File: src/rtl/prot_ratchet_pkg.sv
package prot_ratchet_pkg;

   // Source of the next register value in a given cycle
   typedef enum logic [1:0] {
      UPD_HOLD  = 2'd0,
      UPD_WRITE = 2'd1,
      UPD_LOAD  = 2'd2,
      UPD_FAULT = 2'd3
   } upd_src_e;

endpackage

File: src/rtl/prot_upd_sel.sv
module prot_upd_sel
   import prot_ratchet_pkg::*;
(
   input  logic     ld_en,
   input  logic     ld_fault,
   input  logic     wr_en,
   output upd_src_e src
);

   // Load has priority over a bus write in the same cycle
   always_comb begin
      if (ld_en)
         src = ld_fault ? UPD_FAULT : UPD_LOAD;
      else if (wr_en)
         src = UPD_WRITE;
      else
         src = UPD_HOLD;
   end

endmodule

File: src/rtl/prot_wr_filter.sv
module prot_wr_filter
   import prot_ratchet_pkg::*;
#(
   parameter int SIZE_W = 4
) (
   input  upd_src_e          src,
   input  logic              cur_open,
   input  logic [SIZE_W-1:0] cur_size,
   input  logic              wr_open,
   input  logic [SIZE_W-1:0] wr_size,
   input  logic              ld_open,
   input  logic [SIZE_W-1:0] ld_size,
   output logic              nxt_open,
   output logic [SIZE_W-1:0] nxt_size
);

   localparam logic [SIZE_W-1:0] SIZE_MAX = '1;

   logic              w_open;
   logic [SIZE_W-1:0] w_size;

   // Each field moves only toward more protection, judged on its own
   always_comb begin
      w_open = cur_open & wr_open;
      w_size = (wr_size > cur_size) ? wr_size : cur_size;
   end

   always_comb begin
      unique case (src)
         UPD_WRITE: begin
            nxt_open = w_open;
            nxt_size = w_size;
         end
         UPD_LOAD: begin
            nxt_open = ld_open;
            nxt_size = ld_size;
         end
         UPD_FAULT: begin
            nxt_open = 1'b0;
            nxt_size = SIZE_MAX;
         end
         default: begin
            nxt_open = cur_open;
            nxt_size = cur_size;
         end
      endcase
   end

endmodule

File: src/rtl/prot_sector_map.sv
module prot_sector_map #(
   parameter int SIZE_W        = 4,
   parameter bit MASK_BY_SHIFT = 1'b0,
   localparam int NUM_SECT     = 1 << SIZE_W
) (
   input  logic                open,
   input  logic [SIZE_W-1:0]   size,
   output logic [NUM_SECT-1:0] mask
);

   generate
      if (MASK_BY_SHIFT) begin : g_shift
         logic [NUM_SECT:0] one_hot;
         logic [NUM_SECT:0] therm;
         logic              unused_top;
         assign one_hot    = (NUM_SECT+1)'(1) << ({1'b0, size} + (SIZE_W+1)'(1));
         assign therm      = one_hot - (NUM_SECT+1)'(1);
         assign unused_top = therm[NUM_SECT];
         assign mask       = open ? '0 : therm[NUM_SECT-1:0];
      end else begin : g_cmp
         for (genvar i = 0; i < NUM_SECT; i++) begin : g_sect
            localparam logic [SIZE_W:0] IDX = (SIZE_W+1)'(i);
            assign mask[i] = !open && (IDX <= {1'b0, size});
         end
      end
   endgenerate

endmodule

File: src/rtl/prot_ratchet_reg.sv
module prot_ratchet_reg
   import prot_ratchet_pkg::*;
#(
   parameter int DATA_W        = 8,
   parameter int SIZE_W        = 4,
   parameter bit MASK_BY_SHIFT = 1'b0,
   localparam int NUM_SECT     = 1 << SIZE_W,
   localparam int OPEN_BIT     = DATA_W - 1
) (
   input  logic                clk,
   input  logic                rst_n,
   input  logic                wr_en,
   input  logic [DATA_W-1:0]   wr_data,
   output logic [DATA_W-1:0]   rd_data,
   input  logic                ld_en,
   input  logic [DATA_W-1:0]   ld_data,
   input  logic                ld_fault,
   output logic [NUM_SECT-1:0] sect_prot
);

   localparam int GAP_W = OPEN_BIT - SIZE_W;

   generate
      if (SIZE_W < 1 || SIZE_W > 8)
         $error("prot_ratchet_reg: SIZE_W must lie in 1..8");
      if (DATA_W < SIZE_W + 2)
         $error("prot_ratchet_reg: DATA_W must leave at least one unused bit");
   endgenerate

   upd_src_e          src;
   logic              open_q, open_d;
   logic [SIZE_W-1:0] size_q, size_d;
   logic              unused_gap;

   assign unused_gap = ^{wr_data[OPEN_BIT-1:SIZE_W], ld_data[OPEN_BIT-1:SIZE_W]};

   prot_upd_sel u_sel (
      .ld_en    (ld_en),
      .ld_fault (ld_fault),
      .wr_en    (wr_en),
      .src      (src)
   );

   prot_wr_filter #(.SIZE_W(SIZE_W)) u_filt (
      .src      (src),
      .cur_open (open_q),
      .cur_size (size_q),
      .wr_open  (wr_data[OPEN_BIT]),
      .wr_size  (wr_data[SIZE_W-1:0]),
      .ld_open  (ld_data[OPEN_BIT]),
      .ld_size  (ld_data[SIZE_W-1:0]),
      .nxt_open (open_d),
      .nxt_size (size_d)
   );

   // Reset value is the most protective setting until the loader runs
   always_ff @(posedge clk or negedge rst_n) begin
      if (!rst_n) begin
         open_q <= 1'b0;
         size_q <= '1;
      end else begin
         open_q <= open_d;
         size_q <= size_d;
      end
   end

   assign rd_data = {open_q, {GAP_W{1'b0}}, size_q};

   prot_sector_map #(
      .SIZE_W        (SIZE_W),
      .MASK_BY_SHIFT (MASK_BY_SHIFT)
   ) u_map (
      .open (open_q),
      .size (size_q),
      .mask (sect_prot)
   );

endmodule

File: config.mk
export PLATFORM = sky130hd
export DESIGN_NAME = prot_ratchet_reg
export DESIGN_NICKNAME = d
export VERILOG_FILES = /design/src/rtl/prot_ratchet_pkg.sv /design/src/rtl/prot_upd_sel.sv /design/src/rtl/prot_wr_filter.sv /design/src/rtl/prot_sector_map.sv /design/src/rtl/prot_ratchet_reg.sv
export SDC_FILE = /design/constraint.sdc
export NUM_CORES = 1
export LEC_CHECK = 0
export ABC_AREA = 1
export BUFFER_PORTS_ARGS = -buffer_cell sky130_fd_sc_hd__buf_2
export CELL_PAD_IN_SITES_DETAIL_PLACEMENT = 0
export CELL_PAD_IN_SITES_GLOBAL_PLACEMENT = 1
export CORE_ASPECT_RATIO = 1.5
export CORE_MARGIN = 2
export CORE_UTILIZATION = 26
export DETAILED_ROUTE_END_ITERATION = 10
export PLACE_DENSITY_LB_ADDON = 0.1
export REMOVE_ABC_BUFFERS = 1
export SYNTH_ARGS = -nofsm -noshare
export SYNTH_HDL_FRONTEND = slang
export SYNTH_HIERARCHICAL = 1
export SYNTH_SLANG_ARGS = --single-unit
File: constraint.sdc
create_clock -name clk -period 3.05 [get_ports clk]
set_input_delay 0.1525 -clock clk [delete_from_list [all_inputs] [get_ports clk]]
set_output_delay 0.1525 -clock clk [all_outputs]
set_load 0.02 [all_outputs]
==> summary.txt, run 1 <==
Status -> finished clean
Post-CTS sizing -> 0
Synth area leaders -> dfstp_2 (18%), nand2_1 (16%), inv_1 (12%), nand3_1 (9.2%), o21ai_0 (9.2%)
CP Capture Type -> register
CP Class -> reg2reg
Number of detailed-route iterations in the first pass -> 4
Most frequent cell after synthesis -> nand2_1
Fmax -> 604 MHz
PortBufs -> 35
Async SR Flop Fraction -> 100%
Top cell type's share of synthesized area -> 17.5%
Period utilisation layout -> 54.3%
R2R Setup Slk -> 1.39 ns
Final setup fails -> 0
Setup TNS -> 0 ns
Worst hold stages -> 3
First-pass GRT wire length -> 2600 um
Leakage -> 0.502 nW
Commonest cells post-synth -> nand2_1 (25), inv_1 (19), nand3_1 (11), o21ai_0 (11), nor2_1 (7)
Core area -> 2210 sq um
Share of cells above drive strength 1 -> 34.8%
Fin. Hold Viols -> 0
Post-synthesis sequential area ratio -> 21.7%
Peak supply drop -> 0.151 mV
CP startpoint kind -> register
DRC errors left -> 0
Mapped Area -> 599 sq um
H-Tree Depth -> 1
Hold EP -> size_q[1]$_DFF_PN1_
Hold path startpoint -> ld_data[1]
Clk_skew -> 0.00190 ns
Post-DP HPWL -> 1320 um
Clock transition at path regs -> 0.04 ns
Reg-to-reg critical path endpoint -> size_q[3]$_DFF_PN1_
Post-CTS setup repair buffer count -> 0
Die height -> 62.8 um
Gr ovfl total -> 0
RSZ-0062 raised after global routing -> no
Slew Limit Fails -> 0
Initial core utilization -> 27.2%
Syn. warnings -> 6
Yosys reg bits -> 5
# rows -> 21
Min-delay worst type -> in2reg
Area grow syn2layout -> 35.1%
Post-DR wirelength/cell -> 9.24 um
Pre-CTS setup slack -> 1.37 ns
Avg Inst Size Synth -> 5.93 sq um
Via density -> 4.40
CTS buffer count -> 3
PD cells -> 505 nW/um^2
Final ANT Viol Nets -> 0
Die area -> 2710 sq um
Largest net degree at the start of global routing -> 11
Fin crit period -> 1.66 ns
Root buffer cell -> clkbuf_4
RD Place Congestion -> 0.799
Post-Syn Instances -> 101
Cell accounting for the most synthesized area -> dfstp_2
Ys flop type -> dfstp_2
Cts hold-fix bufs -> 1
Width of the die -> 43.2 um
ANT cells -> 0
Initial antenna violation count -> 0
Clock latency on the worst-skew pair -> 0.24 ns
Req. time, crit path -> 3.22 ns
# clock sinks -> 5
Worst-case reg-to-reg path depth -> 9
Io pins -> 45
Final Core Density -> 36.7%
Drt total wl -> 1490 um
Crit path max fanout -> 6
Via count -> 708
CTS tree -> built
Tot GR Track Use -> 12.4%
Final setup margin -> 1.39 ns
EDFF count, synth -> 0
Iter 0 DRT Violations -> 7
CTS max path bufs -> 2
Data arrival, critical path -> 1.83 ns
Yosys cell types -> 16
RR Startpoint -> size_q[3]$_DFF_PN1_
Fin nets -> 164
Max cap viols -> 0
Vias in the first global route -> 642
logic make-up after synthesis:
logic type | Yosys count | share of synthesized area, %
flops | 5 | 21.7
compound gates | 18 | 15.0
other cells | 1 | 0.626
fa+ha+maj | 4 | 8.35
buf+inv | 26 | 19.4
simple gates | 47 | 34.9
sequential cells by signal, summed over array words and instances, names as in the netlist:
name    flops
open_q      1
size_q      4
worst max path at each step:
| stage | startpoint | end | slack, ns |
|---|---|---|---|
| 6_report | size_q[3]$_DFF_PN1_ | size_q[3]$_DFF_PN1_ | 1.39 |
| 5_1_grt | size_q[3]$_DFF_PN1_ | size_q[0]$_DFF_PN1_ | 1.23 |
| 3_3_place_gp | size_q[3]$_DFF_PN1_ | size_q[3]$_DFF_PN1_ | 1.38 |
| 3_5_place_dp | size_q[3]$_DFF_PN1_ | size_q[3]$_DFF_PN1_ | 1.37 |
| 2_1_floorplan | size_q[3]$_DFF_PN1_ | size_q[1]$_DFF_PN1_ | 1.46 |
| 4_1_cts | size_q[3]$_DFF_PN1_ | size_q[3]$_DFF_PN1_ | 1.36 |
routing by layer:
| metal | part of all wire [%] | track usage, % |
|---|---|---|
| met5 | 0 | 0 |
| met4 | 2.4 | 9.09 |
| met3 | 7.5 | 0.578 |
| met2 | 55 | 22.8 |
| met1 | 35 | 12.3 |
critical path, stage by stage, from the launching register on:
cell and delay, ns:
dfstp_2 0.58, inv_1 0.09, ha_1 0.30, nand2_1 0.05, inv_1 0.06, nand3_1 0.17
nand2_2 0.16, nand2_1 0.06, nand3_1 0.07, nand2_1 0.05
area by class of cell:
type / instances / area, sq um
fillers: 276 / 1400
multi-input cells: 72 / 360
clock buffers: 4 / 26.3
inverters: 21 / 78.8
repair buffers: 36 / 185
flip-flops and latches: 5 / 130
well taps: 23 / 28.8
per-stage QoR:
step,power (W),hold WS (ns),instances,area (sq um)
floorplan,0.000261,-0.143,98,569
global placement,0.000335,-0.0268,156,773
detailed placement,0.000336,-0.0273,156,773
CTS,0.000417,0.133,161,810
global route,0.000456,0.151,161,810
finish,0.000409,0.143,161,810
cells in the final DEF, fill, tap and decap left out, drive strengths merged:
| cell type | n |
|---|---|
| dfstp | 4 |
| dlygate4sd3 | 1 |
| buf | 35 |
| ha | 4 |
| clkbuf | 4 |
| dfrtp | 1 |
| nor3 | 1 |
| o21ai | 12 |
| nand2 | 28 |
| nand3 | 11 |
| inv | 21 |
| conb | 3 |
| a21oi | 6 |
| nor2 | 7 |
report_power, final:
group | total, W | switching (W) | internal, W
Clock | 0.0000761 | 0.0000267 | 0.0000494
Combinational | 0.000235 | 0.000156 | 0.0000786
Sequential | 0.0000975 | 0.0000156 | 0.0000819
Power figures use the tool's default switching activity.
==> inputs of run 2 (changes only) <==
Settings changed: ABC_AREA 1 to 0, CORE_UTILIZATION 26 to 23.
Clock period 3.05 ns to 1.35 ns, I/O delays scaled along.
==> run 2 against run 1 <==
Effect of this change:
- the run now ends with setup timing left
- critical path depth fell by 2
- non-clock buffer count rose by 13
- via count fell by 4.7%
- flip-flop and latch count did not move
- area after synthesis rose by 1.5%
- synthesized cell count fell by 26%
- first-iteration DRC count did not move
- total power rose to 4.1 times the previous value
- worst setup slack got worse by 1.8 ns
- wire length rose by 17%
- critical endpoint is now size_q[2]$_DFF_PN1_
- largest cell class unchanged
==> summary.txt, run 2 <==
Status -> finished, violations left
Failing checks -> setup timing
Crit-path cells -> inv_2 -> ha_4 -> and3b_4 -> a2111oi_4 -> buf_4 -> or3_4 -> o211a_1
Req. time, crit path -> 1.52 ns (-1.70 ns)
EDFF count, synth -> 0 (unchanged)
Area grow syn2layout -> 62.1%
Post-DR wirelength/cell -> 11.8 um (+28%)
Cell accounting for the most synthesized area -> dfstp_2
Vias in the first global route -> 601 (-6.4%)
Post-DP HPWL -> 1390 um (+5.5%)
Max cap viols -> 0 (unchanged)
First-pass GRT wire length -> 2660 um (+2.4%)
Combinational power share -> 74.8% (+17 points)
Clock latency on the worst-skew pair -> 0.24 ns (about the same)
ANT cells -> 0 (unchanged)
Max reg flops -> 4 (unchanged)
Tot GR Track Use -> 12.5% (+0.14 points)
Post-synthesis sequential area ratio -> 21.4% (-0.31 points)
Via count -> 675 (-4.7%)
Top Registers -> size_q (4), open_q (1)
Gr ovfl total -> 0 (unchanged)
Period utilisation layout -> 131% (+76 points)
DRC errors left -> 0 (unchanged)
Io pins -> 45 (unchanged)
CTS tree -> built
Die area -> 3080 sq um (+14%)
CP startpoint kind -> register
# rows -> 22 (+4.8%)
Largest net degree at the start of global routing -> 12 (+1)
Synth area leaders -> dfstp_2 (17%), ha_1 (8.2%), buf_4 (6.2%), inv_1 (6.2%), nor2_1 (6.2%)
Fin nets -> 149 (-9.1%)
CTS buffer count -> 3 (unchanged)
Share of cells above drive strength 1 -> 56.9% (+22 points)
Peak supply drop -> 0.654 mV (+330%)
Leakage -> 0.500 nW (-0.32%)
Final setup margin -> -0.416 ns (-1.81 ns)
H-Tree Depth -> 1 (unchanged)
Width of the die -> 46.0 um (+6.4%)
Net Sw Frac -> 46.5% (-2.1 points)
Iter 0 DRT Violations -> 7 (unchanged)
CP Class -> reg2reg
Ys flop type -> dfstp_2
Biggest register -> size_q
Setup TNS -> -1.77 ns (-1.77 ns)
Slowest stage delay, CP -> 0.53 ns (-0.05 ns)
Initial core utilization -> 24.5% (-2.6 points)
Final instance area -> 986 sq um (+22%)
Initial antenna violation count -> 0 (unchanged)
Post-Syn Instances -> 75 (-26%)
CP Capture Type -> register
Clk pwr share -> 10.3% (-8.3 points)
Data arrival, critical path -> 1.93 ns (+0.10 ns)
Drt total wl -> 1740 um (+17%)
Fin. Hold Viols -> 0 (unchanged)
Avg Inst Size Synth -> 8.11 sq um (+37%)
Number of detailed-route iterations in the first pass -> 4 (unchanged)
Core area -> 2480 sq um (+12%)
CTS max path bufs -> 2 (unchanged)
Root buffer cell -> clkbuf_4
Fin crit period -> 1.77 ns (+0.109 ns)
# clock sinks -> 5 (unchanged)
RD Place Congestion -> 0.782 (-2.1%)
Flop pwr share -> 14.9% (-9.0 points)
Min-delay worst type -> in2reg
Via density -> 4.59 (+4.4%)
Crit path max fanout -> 3 (-3)
Commonest cells post-synth -> inv_1 (10), nor2_1 (10), nand2_1 (6), a21oi_1 (5), buf_4 (5)
PortBufs -> 35 (unchanged)
Yosys reg bits -> 5 (unchanged)
Most common cell after layout, fill and taps aside -> buf_2
Mapped Area -> 608 sq um (+1.5%)
Final ANT Viol Nets -> 0 (unchanged)
Slowest cell on crit path -> dfstp_2
P_sw -> 0.000770 W (+290%)
PD cells -> 1680 nW/um^2 (+230%)
Clock transition at path regs -> 0.04 ns (about the same)
Power, Total -> 0.00166 W (+310%)
Fmax -> 566 MHz (-6.2%)
Async SR Flop Fraction -> 100% (unchanged)
Syn. warnings -> 6 (unchanged)
Final setup fails -> 11 (+11)
Cell Int Power -> 0.000886 W (+320%)
Final hold slack -> 0.0796 ns (-0.0632 ns)
RSZ-0062 raised after global routing -> yes
Die height -> 67.0 um (+6.6%)
Slew Limit Fails -> 0 (unchanged)
DP Area -> 856 sq um (+11%)
Most frequent cells in the layout -> buf_2 (27), buf_4 (19), nor2_1 (10)
Yosys cell types -> 29 (+13)
Top cell type's share of synthesized area -> 17.3% (-0.25 points)
Clk_skew -> 0.000291 ns (-0.00161 ns)
run 2: cell types whose count changed after synthesis, moves of 3 or more:
cell	change
o211ai_1	+4
nand3_1	-11
o21ai_0	-9
inv_1	-9
nor2_1	+3
nand2_1	-19
run 2: path summary, 6_finish.rpt:
check | from | to | slack (ns) | cells after the start
max | size_q[2]$_DFF_PN1_ | size_q[2]$_DFF_PN1_ | -0.42 | 7
min | wr_data[7] | open_q$_DFF_PN0_ | 0.08 | 3
max reg2reg | size_q[2]$_DFF_PN1_ | size_q[2]$_DFF_PN1_ | -0.42 | 7
min reg2reg | size_q[3]$_DFF_PN1_ | size_q[3]$_DFF_PN1_ | 0.72 | 2
max in group asynchronous | rst_n | size_q[1]$_DFF_PN1_ | 0.97 | 2
min in group asynchronous | rst_n | open_q$_DFF_PN0_ | 0.17 | 2
run 2: repair_timing:
item	4_1_cts	5_1_grt
gates resized for setup	12	6
hold endpoints to repair	5	0
hold buffers	1	0
pin swaps	10	6
buffers inserted	1	1
endpoints found under the setup margin	13	18
run 2: critical path, delay by kind of cell (launching register included):
kind,cells,cell delay (ns)
adders and majority gates,1,0.26
buffers and inverters,2,0.19
AOI/OAI and AO/OA,2,0.15
DFF,1,0.53
and+or+nand+nor,2,0.55
run 2: final cells by class:
type                       instances  area, sq um
clock buffer                       4         26.3
fill                             277         1490
inverter                          10         37.5
multi-input combinational         55          452
sequential                         5          130
tap                               24         30.0
timing repair buffer              49          310
run 2: metrics by stage:
step	std cells	util [%]	setup slack [ns]
6_report	147	39.8	-0.416
2_1_floorplan	70	-	-0.774
3_5_place_dp	140	34.5	-0.580
3_3_place_gp	140	34.5	-0.570
5_1_grt	147	39.8	-0.479
4_1_cts	146	38.4	-0.408
run 2: metal layers:
| layer | part of all wire (%) | global-route usage [%] | routed length (um) |
|---|---|---|---|
| met5 | 0 | 0 | 0 |
| met4 | 0.98 | 9.64 | 17 |
| met3 | 4.0 | 1.63 | 70 |
| met2 | 57 | 21.9 | 994 |
| met1 | 38 | 12.5 | 659 |
run 2: power by group through the flow:
| stage | logic [W] | clock network (W) | registers, W |
|---|---|---|---|
| floorplan | 0.000573 | 0 | 0.000363 |
| finish | 0.00124 | 0.000171 | 0.000247 |
| CTS | 0.00119 | 0.000174 | 0.000247 |
| detailed placement | 0.00109 | 0 | 0.000246 |
| global placement | 0.00110 | 0 | 0.000244 |
| global route | 0.00134 | 0.000206 | 0.000256 |
run 2: cell families after synthesis:
family	after synthesis	synth area share, %
other	1	0.617
buffers and inverters	17	14.0
AOI/OAI and AO/OA	20	26.7
muxes	2	4.11
and+or+nand+nor	26	24.9
adders and majority gates	4	8.23
DFF	5	21.4
